[config.mk]
export PLATFORM = sky130hd
export DESIGN_NAME = quad_squelch_ctrl
export DESIGN_NICKNAME = d
export VERILOG_FILES = /design/src/rtl/sqc_pkg.sv /design/src/rtl/sqc_sync.sv /design/src/rtl/sqc_lane.sv /design/src/rtl/quad_squelch_ctrl.sv
export SDC_FILE = /design/constraint.sdc
export NUM_CORES = 1
export LEC_CHECK = 0
export ABC_AREA = 1
export ABC_CLOCK_PERIOD_IN_PS = 900
export BUFFER_PORTS_ARGS = -buffer_cell sky130_fd_sc_hd__buf_2
export CAP_MARGIN = 25
export CORE_MARGIN = 2
export CORE_UTILIZATION = 45
export CTS_CLUSTER_SIZE = 8
export DETAILED_ROUTE_END_ITERATION = 10
export PLACE_DENSITY = 0.7
export REMOVE_ABC_BUFFERS = 1
export SYNTH_ARGS = -nofsm -noshare
export SYNTH_HDL_FRONTEND = slang
export SYNTH_SLANG_ARGS = --single-unit
[constraint.sdc]
create_clock -name clk -period 0.9 [get_ports clk]
set_clock_uncertainty 0.15 [all_clocks]
set_input_delay 0.045 -clock clk [delete_from_list [all_inputs] [get_ports clk]]
set_output_delay 0.045 -clock clk [all_outputs]
set_load 0.01 [all_outputs]
[src/rtl/sqc_pkg.sv]
package sqc_pkg;
  typedef struct packed {
    logic rx_dis;
    logic tx_dis;
    logic tx_mode;
  } lane_cfg_t;

  localparam lane_cfg_t CFG_RESET = '{rx_dis: 1'b0, tx_dis: 1'b0, tx_mode: 1'b0};
endpackage

[src/rtl/sqc_sync.sv]
module sqc_sync #(
  parameter int W      = 4,
  parameter int STAGES = 2
) (
  input  logic         clk,
  input  logic         rst,
  input  logic [W-1:0] d,
  output logic [W-1:0] q
);
  logic [W-1:0] st [STAGES];

  for (genvar g = 0; g < STAGES; g++) begin : g_stage
    if (g == 0) begin : g_first
      always_ff @(posedge clk) begin
        if (rst) st[g] <= '0;
        else     st[g] <= d;
      end
    end else begin : g_next
      always_ff @(posedge clk) begin
        if (rst) st[g] <= '0;
        else     st[g] <= st[g-1];
      end
    end
  end

  assign q = st[STAGES-1];

  if (STAGES > 1) begin : g_chk
    // the last stage carries the previous stage one edge later
    assert_sync_shift_R1: assert property (@(posedge clk) disable iff (rst)
      !$past(rst) |-> (q == $past(st[STAGES-2])));
  end
endmodule

[src/rtl/sqc_lane.sv]
module sqc_lane
  import sqc_pkg::*;
(
  input  logic      clk,
  input  logic      rst,
  input  logic      rx_los_s,
  input  logic      tx_loss_s,
  input  logic      cfg_we,
  input  lane_cfg_t cfg_d,
  input  logic      flag_rd,
  output logic      rx_sq,
  output logic      tx_sq,
  output logic      tx_dis,
  output logic      flag_q,
  output logic      flag_nxt
);
  lane_cfg_t cfg_q;
  logic      tx_off;

  always_ff @(posedge clk) begin
    if (rst)         cfg_q <= CFG_RESET;
    else if (cfg_we) cfg_q <= cfg_d;
  end

  assign tx_off   = tx_loss_s & ~cfg_q.tx_dis;
  assign flag_nxt = tx_loss_s | (flag_q & ~flag_rd);

  always_ff @(posedge clk) begin
    if (rst) begin
      rx_sq  <= 1'b0;
      tx_sq  <= 1'b0;
      tx_dis <= 1'b0;
      flag_q <= 1'b0;
    end else begin
      rx_sq  <= rx_los_s & ~cfg_q.rx_dis;
      tx_sq  <= tx_off & ~cfg_q.tx_mode;
      tx_dis <= tx_off & cfg_q.tx_mode;
      flag_q <= flag_nxt;
    end
  end

  assert_rx_on_R2: assert property (@(posedge clk) disable iff (rst)
    (!$past(rst) && $past(rx_los_s) && !$past(cfg_q.rx_dis)) |-> rx_sq);
  assert_rx_off_R2: assert property (@(posedge clk) disable iff (rst)
    (!$past(rst) && !$past(rx_los_s)) |-> !rx_sq);
  assert_tx_excl_R3: assert property (@(posedge clk) disable iff (rst)
    $onehot0({tx_sq, tx_dis}));
  assert_tx_forced_R3: assert property (@(posedge clk) disable iff (rst)
    (!$past(rst) && $past(tx_loss_s) && !$past(cfg_q.tx_dis)) |-> (tx_sq || tx_dis));
  assert_flag_set_R4: assert property (@(posedge clk) disable iff (rst)
    (!$past(rst) && $past(tx_loss_s)) |-> flag_q);
  assert_flag_sticky_R5: assert property (@(posedge clk) disable iff (rst)
    (!$past(rst) && $past(flag_q) && !$past(flag_rd)) |-> flag_q);
  assert_flag_clear_R6: assert property (@(posedge clk) disable iff (rst)
    (!$past(rst) && $past(flag_rd) && !$past(tx_loss_s)) |-> !flag_q);
endmodule

[src/rtl/quad_squelch_ctrl.sv]
module quad_squelch_ctrl
  import sqc_pkg::*;
#(
  parameter int LANES       = 4,
  parameter int SYNC_STAGES = 2
) (
  input  logic             clk,
  input  logic             rst,
  input  logic [LANES-1:0] rx_los_in,
  input  logic [LANES-1:0] tx_loss_in,
  input  logic             cfg_we,
  input  logic [LANES-1:0] cfg_rx_dis,
  input  logic [LANES-1:0] cfg_tx_dis,
  input  logic [LANES-1:0] cfg_tx_mode,
  input  logic             flag_rd,
  output logic [LANES-1:0] rx_squelch,
  output logic [LANES-1:0] tx_squelch,
  output logic [LANES-1:0] tx_disable,
  output logic [LANES-1:0] tx_flag,
  output logic             irq
);
  localparam int SW = 2 * LANES;

  logic [SW-1:0]    loss_s;
  logic [LANES-1:0] flag_nxt;

  sqc_sync #(.W(SW), .STAGES(SYNC_STAGES)) u_sync (
    .clk (clk),
    .rst (rst),
    .d   ({tx_loss_in, rx_los_in}),
    .q   (loss_s)
  );

  for (genvar i = 0; i < LANES; i++) begin : g_lane
    lane_cfg_t cfg_d;
    assign cfg_d = '{rx_dis: cfg_rx_dis[i], tx_dis: cfg_tx_dis[i], tx_mode: cfg_tx_mode[i]};

    sqc_lane u_lane (
      .clk       (clk),
      .rst       (rst),
      .rx_los_s  (loss_s[i]),
      .tx_loss_s (loss_s[LANES+i]),
      .cfg_we    (cfg_we),
      .cfg_d     (cfg_d),
      .flag_rd   (flag_rd),
      .rx_sq     (rx_squelch[i]),
      .tx_sq     (tx_squelch[i]),
      .tx_dis    (tx_disable[i]),
      .flag_q    (tx_flag[i]),
      .flag_nxt  (flag_nxt[i])
    );
  end

  always_ff @(posedge clk) begin
    if (rst) irq <= 1'b0;
    else     irq <= |flag_nxt;
  end

  assert_irq_any_R7: assert property (@(posedge clk) disable iff (rst)
    irq == (|tx_flag));
  assert_reset_quiet_R9: assert property (@(posedge clk)
    $past(rst) |-> (rx_squelch == '0 && tx_squelch == '0 && tx_disable == '0
                    && tx_flag == '0 && !irq));
endmodule

==> results of run 1 <==
kinds of logic (layout without fill, tap and decap cells):
kind of cell    count (synthesis)  in the layout  synth area share (%)
simple gates                   64             64                  16.3
buf+inv                        47            100                  16.7
flops                          45             45                  60.0
compound gates                 21             21                  7.00
area by class of cell:
| type | count | area share, % |
|---|---|---|
| timing repair buffer | 65 | 24.1 |
| multi-input combinational | 85 | 19.0 |
| clock buffer | 7 | 2.71 |
| sequential | 45 | 45.0 |
| inverter | 27 | 4.99 |
| clock inverter | 1 | 1.48 |
| tap | 44 | 2.71 |
power by group through the flow:
stage	combinational, mW	clock, mW	sequential [mW]
floorplan	0.112	0	2.17
global placement	0.245	0	2.16
detailed placement	0.247	0	2.16
CTS	0.326	1.29	2.12
global route	0.384	1.39	2.14
finish	0.339	1.25	2.13
routing by layer:
layer | GRT usage (%) | share of wire, %
met5 | 0 | 0
met3 | 8.07 | 5.7
met4 | 5.47 | 0
met2 | 25.9 | 50
met1 | 18.5 | 44
sequential cells by signal, summed over array words and instances, names as in the netlist:
register / flops
g_lane.u_lane.rx_sq: 4
u_sync.st: 16
g_lane.u_lane.tx_sq: 4
g_lane.u_lane.flag_q: 4
g_lane.u_lane.cfg_q: 12
g_lane.u_lane.tx_dis: 4
irq: 1
worst max-delay path by stage:
stage	from	endpoint	slack, ps	depth (start not counted)
detailed placement	rst	g_lane[0].u_lane.cfg_q[0]$_SDFFE_PP0P_	30	4
global route	g_lane[1].u_lane.tx_dis$_SDFF_PP0_	tx_disable[1]	-160	1
global placement	g_lane[3].u_lane.cfg_q[1]$_SDFFE_PP0P_	g_lane[3].u_lane.tx_sq$_SDFF_PP0_	40	1
CTS	irq$_SDFF_PP0_	irq	-120	1
finish	g_lane[1].u_lane.flag_q$_SDFF_PP0_	tx_flag[1]	-100	1
floorplan	g_lane[3].u_lane.flag_q$_SDFF_PP0_	irq$_SDFF_PP0_	40	4
tightest hold or removal path: stages:
cell	delay, ps
buf_2	120
o21ai_0	70
nor2_1	70
cell usage in the layout, fill, tap and decap left out:
master and n:
bufinv_16 1, dfxtp_2 11, nor4_2 2, inv_1 21, nor2_1 44, dfxtp_1 34, nand2_2 4, dlygate4sd3_1 21
buf_6 8, inv_2 6, o21ai_0 12, clkbuf_4 5, nor2_2 2, nor2_4 1, nand2_1 11, a21oi_1 9
clkbuf_1 1, buf_2 32, buf_4 4, clkbuf_8 1
repair_timing:
action,CTS,global route
hold buffers,21,1
pin swaps,0,9
endpoints found under the hold margin,44,38
setup endpoints to repair,17,31
resized for setup,8,25
cloned,0,0
==> flow_summary_export.csv, run 1 <==
group,metric,value,unit
worst_setup_path,r2r_end,"irq$_SDFF_PP0_",
clocking,cts-root-buf,"clkbuf_4",
finish,finalNetCount,253,
finish,utilization,65.5,%
floorplanning,coreArea,3100,um^2
route,ant_nets,0,
floorplanning,initial_core_util,48.4,%
floorplanning,die_area,3810,um^2
finish,stdcell_count,274,
timing,worst_pin_slew,285,ps
global_route,grt_max_degree,20,
timing,hold_viol,33,
worst_setup_path,r2r_cells,4,
floorplanning,std_cell_rows,20,
power,switchingPower,0.784,mW
status,violations,"hold timing, setup timing",
worst_setup_path,critical_path.top_delay_family,"flip-flops",
synthesis,synth-seq-cells,45,
route,wl,2580,um
synthesis,yosys.area.top_type_share,60.0,%
route,vias,1162,
synthesis,async_reset_ff_share,0,%
clocking,clk_latency,350,ps
placement,pre_cts_ws,32.4,ps
clocking,cts_setup_buffers,0,
worst_setup_path,cp-end-kind,"output port",
synthesis,synth_warnings,0,
finish,final-seq-area,915,um^2
clocking,h-tree-depth,2,
synthesis,ys.flop_type,"dfxtp_1",
synthesis,synth_edf_count,0,
power,power,3.72,mW
min_path,min_to,"g_lane[2].u_lane.cfg_q[2]$_SDFFE_PP0P_",
timing,fin_setup_tns,-1450,ps
worst_setup_path,start_kind,"register",
placement,io_buffer_count,40,
timing,min_period_over_period,111,%
global_route,grt_pass1_vias,1071,
synthesis,synth.most_common_cell,"nor2_1",
worst_setup_path,path_buf_inv,1,
clocking,cts_buffer_depth,2,
finish,drive_above_1_share,33.5,%
timing,setup_viol,17,
synthesis,synth_cell_type_count,11,
floorplanning,die_w,61.8,um
worst_setup_path,critPathKind,"register to output port",
global_route,overflow,0,
power,vdd_drop_max,0.00130,V
power,power.density,1830,nW/um^2
job,drv_cap,0,
min_path,hold_class,"input port to register",
route,viasPerCell,4.24,
timing,rsz0062_at_grt,"true",
floorplanning,num_io_pins,41,
timing,finalWorstSetupSlack,-101,ps
power,p_leak,0.978,nW
clocking,cts_buffers,5,
timing,slew_violations,0,
floorplanning,die_h,61.8,um
worst_setup_path,regToRegStartpoint,"u_sync.st[1][5]$_SDFF_PP0_",
power,p_int,2.93,mW
synthesis,yosys-top-cells-count,"nor2_1, dfxtp_1, inv_1, buf_4, nand2_1",
global_route,grt_util_all_layers,16.0,%
clocking,cts_tree,"done",
global_route,grt_antenna_before_repair,0,
synthesis,netlist_area,1500,um^2
status,status,"complete, but fails checks",
power,sw_frac_of_total,21.1,%
route,drt_iter0_markers,34,
worst_setup_path,cp_max_fo,2,
timing,post-route-min-period,1000,ps
synthesis,synth_top_cell_by_area,"dfxtp_1",
route,wl_per_cell,9.42,um
synthesis,synth_seq_area_share,60.0,%
timing,slew-limit-headroom,81.0,%
route,firstDrtPassIters,4,
route,drc,0,
finish,area_growth,35.3,%
clocking,cts.sinks,45,
worst_setup_path,cp.arrival,810,ps
synthesis,synthTopCellsByArea,"dfxtp_1, nor2_1, buf_4, inv_1, o21ai_0",
finish,n_fill_cell,276,
finish,finish.instance_area,2030,um^2
power,power_frac_seq,57.2,%
worst_setup_path,rrSetupSlack,20,ps
synthesis,syn_area_per_cell,8.48,um^2
timing,max_freq,999,MHz
timing,hold_ws,-167,ps
worst_setup_path,slowest_stage,"dfxtp_2",
worst_setup_path,path_cells,"buf_6",
finish,insertedDiodeCount,0,
placement,hpwl,1670,um
placement,place_congestion,0.731,
worst_setup_path,required,700,ps
placement,numPlacedInstances,245,
clocking,cts.clk_slew.worst_paths,120,ps
min_path,min-delay-start,"cfg_we",
placement,dpl_cell_area,1640,um^2
global_route,grt_pass1_wl,4370,um
power,comb_power_share,9.1,%
synthesis,syn_inst,177,
min_path,whs_path_depth,3,
power,power_frac_clock,33.7,%
finish,multiInputGateArea,385,um^2
worst_setup_path,critPathMaxStageDelay,350,ps
Note: power is estimated with default switching activity, not from simulation.
==> inputs of run 2 (changes only) <==
--- a/config.mk
+++ b/config.mk
@@ -10,10 +10,11 @@
 export BUFFER_PORTS_ARGS = -buffer_cell sky130_fd_sc_hd__buf_2
 export CAP_MARGIN = 25
 export CORE_MARGIN = 2
-export CORE_UTILIZATION = 45
+export CORE_UTILIZATION = 35
 export CTS_CLUSTER_SIZE = 8
 export DETAILED_ROUTE_END_ITERATION = 10
-export PLACE_DENSITY = 0.7
+export GPL_ROUTABILITY_DRIVEN = 0
+export PLACE_DENSITY = 0.56
 export REMOVE_ABC_BUFFERS = 1
 export SYNTH_ARGS = -nofsm -noshare
 export SYNTH_HDL_FRONTEND = slang
==> run 2 against run 1 <==
  * The run still ends with hold timing, setup timing left
  * Clock power down 12%
  * First-iteration DRC count up 65%
  * Worst setup slack better by 75 ps
  * Combinational power about the same
  * Non-clock buffer count up 1
  * Critical path type unchanged
  * Maximum frequency up 8.2%
  * Largest cell class unchanged
  * Register-to-register slack about the same
  * Largest power group unchanged
==> flow_summary_export.csv, run 2 (synthesis results as in run 1) <==
group,metric,value,unit
status,status,"complete, but fails checks",
status,violations,"hold timing, setup timing",
floorplanning,std_cell_rows,23,
route,drt_iter0_markers,56,
job,drv_cap,0,
clocking,cts_buffer_depth,2,
clocking,cts-root-buf,"clkbuf_8",
global_route,grt_pass1_wl,4280,um
power,power.density,1770,nW/um^2
worst_setup_path,slowest_stage,"dfxtp_2",
route,ant_nets,0,
route,viasPerCell,4.18,
clocking,cts.sinks,45,
clocking,cts_buffers,5,
min_path,hold_class,"input port to register",
route,firstDrtPassIters,4,
floorplanning,coreArea,4060,um^2
power,vdd_drop_max,0.000833,V
finish,top_regs,"u_sync.st x16, g_lane.u_lane.cfg_q x12",
timing,min_period_over_period,103,%
floorplanning,die_w,69.5,um
min_path,min-delay-start,"rst",
worst_setup_path,cp.depth,1,
placement,hpwl,1840,um
floorplanning,initial_core_util,37.0,%
route,vias,1167,
worst_setup_path,critPathKind,"register to output port",
worst_setup_path,cp.arrival,730,ps
worst_setup_path,critical_path.top_delay_family,"flip-flops",
timing,post-route-min-period,926,ps
global_route,grt_max_degree,20,
worst_setup_path,cp-end-kind,"output port",
placement,pre_cts_ws,-6.02,ps
worst_setup_path,required,700,ps
finish,layout_common_cells,"nor2_1, dfxtp_1, buf_2, inv_1, dlygate4sd3_1",
route,wl_per_cell,9.54,um
route,wl,2660,um
worst_setup_path,rrSetupSlack,10,ps
clocking,cts_tree,"done",
global_route,grt_antenna_before_repair,0,
timing,worst_pin_slew,271,ps
worst_setup_path,cp_max_fo,2,
floorplanning,num_io_pins,41,
finish,area_growth,34.2,%
finish,finalNetCount,254,
finish,insertedDiodeCount,0,
worst_setup_path,r2r_end,"irq$_SDFF_PP0_",
worst_setup_path,path_cells,"buf_6",
placement,io_buffer_count,40,
clocking,postCtsHoldBufs,20,
worst_setup_path,start_kind,"register",
min_path,min_to,"g_lane[3].u_lane.tx_sq$_SDFF_PP0_",
finish,multiInputGateArea,368,um^2
worst_setup_path,regToRegStartpoint,"g_lane[0].u_lane.flag_q$_SDFF_PP0_",
timing,setup_viol,15,
timing,finalWorstSetupSlack,-25.7,ps
timing,hold_viol,10,
timing,slew_violations,0,
min_path,whs_path_depth,2,
clocking,clk_latency,290,ps
finish,n_fill_cell,394,
power,power,3.56,mW
global_route,grt_util_all_layers,11.3,%
floorplanning,die_h,69.5,um
finish,largest-register,"u_sync.st",
clocking,h-tree-depth,2,
floorplanning,die_area,4830,um^2
timing,slew-limit-headroom,81.9,%
timing,hold_ws,-117,ps
timing,rsz0062_at_grt,"true",
placement,numPlacedInstances,253,
finish,largest_reg_flops,16,
finish,final-seq-area,915,um^2
worst_setup_path,r2r_cells,4,
worst_setup_path,path_buf_inv,1,
finish,stdcell_count,279,
global_route,grt_pass1_vias,1040,
global_route,overflow,0,
finish,drive_above_1_share,31.9,%
finish,layout_commonest_cell,"nor2_1",
power,p_leak,0.977,nW
timing,max_freq,1080,MHz
clocking,cts.clk_slew.worst_paths,70,ps
worst_setup_path,critPathMaxStageDelay,330,ps
clocking,cts_setup_buffers,0,
route,drc,0,
==> run 2: repair_timing <==
item                                   4_1_cts  5_1_grt
resized for setup                           15       15
setup endpoints to repair                   18       28
endpoints found under the hold margin       27        6
pin swaps                                    0        3
==> run 2: area by class of cell <==
class,instances,share of cell area (%)
Clock inverter,1,0.248
Timing Repair Buffer,66,24.6
Tap cell,50,3.10
Inverter,27,5.03
Clock buffer,5,3.41
Multi-Input combinational cell,85,18.2
Sequential cell,45,45.4
==> run 2: power breakdown <==
| part | total (mW) | leakage [nW] | internal, mW | switching (mW) |
|---|---|---|---|---|
| registers | 2.12 | 0.375 | 2.09 | 0.0369 |
| logic | 0.339 | 0.562 | 0.184 | 0.155 |
| clock network | 1.10 | 0.0399 | 0.510 | 0.591 |
| total | 3.56 | 0.977 | 2.78 | 0.783 |
==> run 2: layer usage <==
metal | GRT usage (%) | vias up | routed length, um
met1 | 12.3 | 510 | 1180
met4 | 5.23 | 0 | 49
met3 | 4.22 | 7 | 159
met5 | 0 | - | 0
met2 | 19.2 | 31 | 1280
li1 | - | 619 | -
==> run 2: through the flow <==
step,cell area (um^2),util (%),setup TNS (ps)
2_1_floorplan,1350,-,0
3_3_place_gp,1660,40.9,0
3_5_place_dp,1660,40.9,-12.1
4_1_cts,1990,49.0,-406
5_1_grt,2020,49.7,-654
6_report,2020,49.7,-157
==> run 2: worst max path at each step <==
stage | endpoint | startpoint
2_1_floorplan | irq$_SDFF_PP0_ | g_lane[3].u_lane.flag_q$_SDFF_PP0_
3_3_place_gp | g_lane[0].u_lane.cfg_q[0]$_SDFFE_PP0P_ | rst
3_5_place_dp | g_lane[1].u_lane.tx_sq$_SDFF_PP0_ | rst
4_1_cts | tx_flag[3] | g_lane[3].u_lane.flag_q$_SDFF_PP0_
5_1_grt | tx_flag[3] | g_lane[3].u_lane.flag_q$_SDFF_PP0_
6_report | tx_flag[3] | g_lane[3].u_lane.flag_q$_SDFF_PP0_
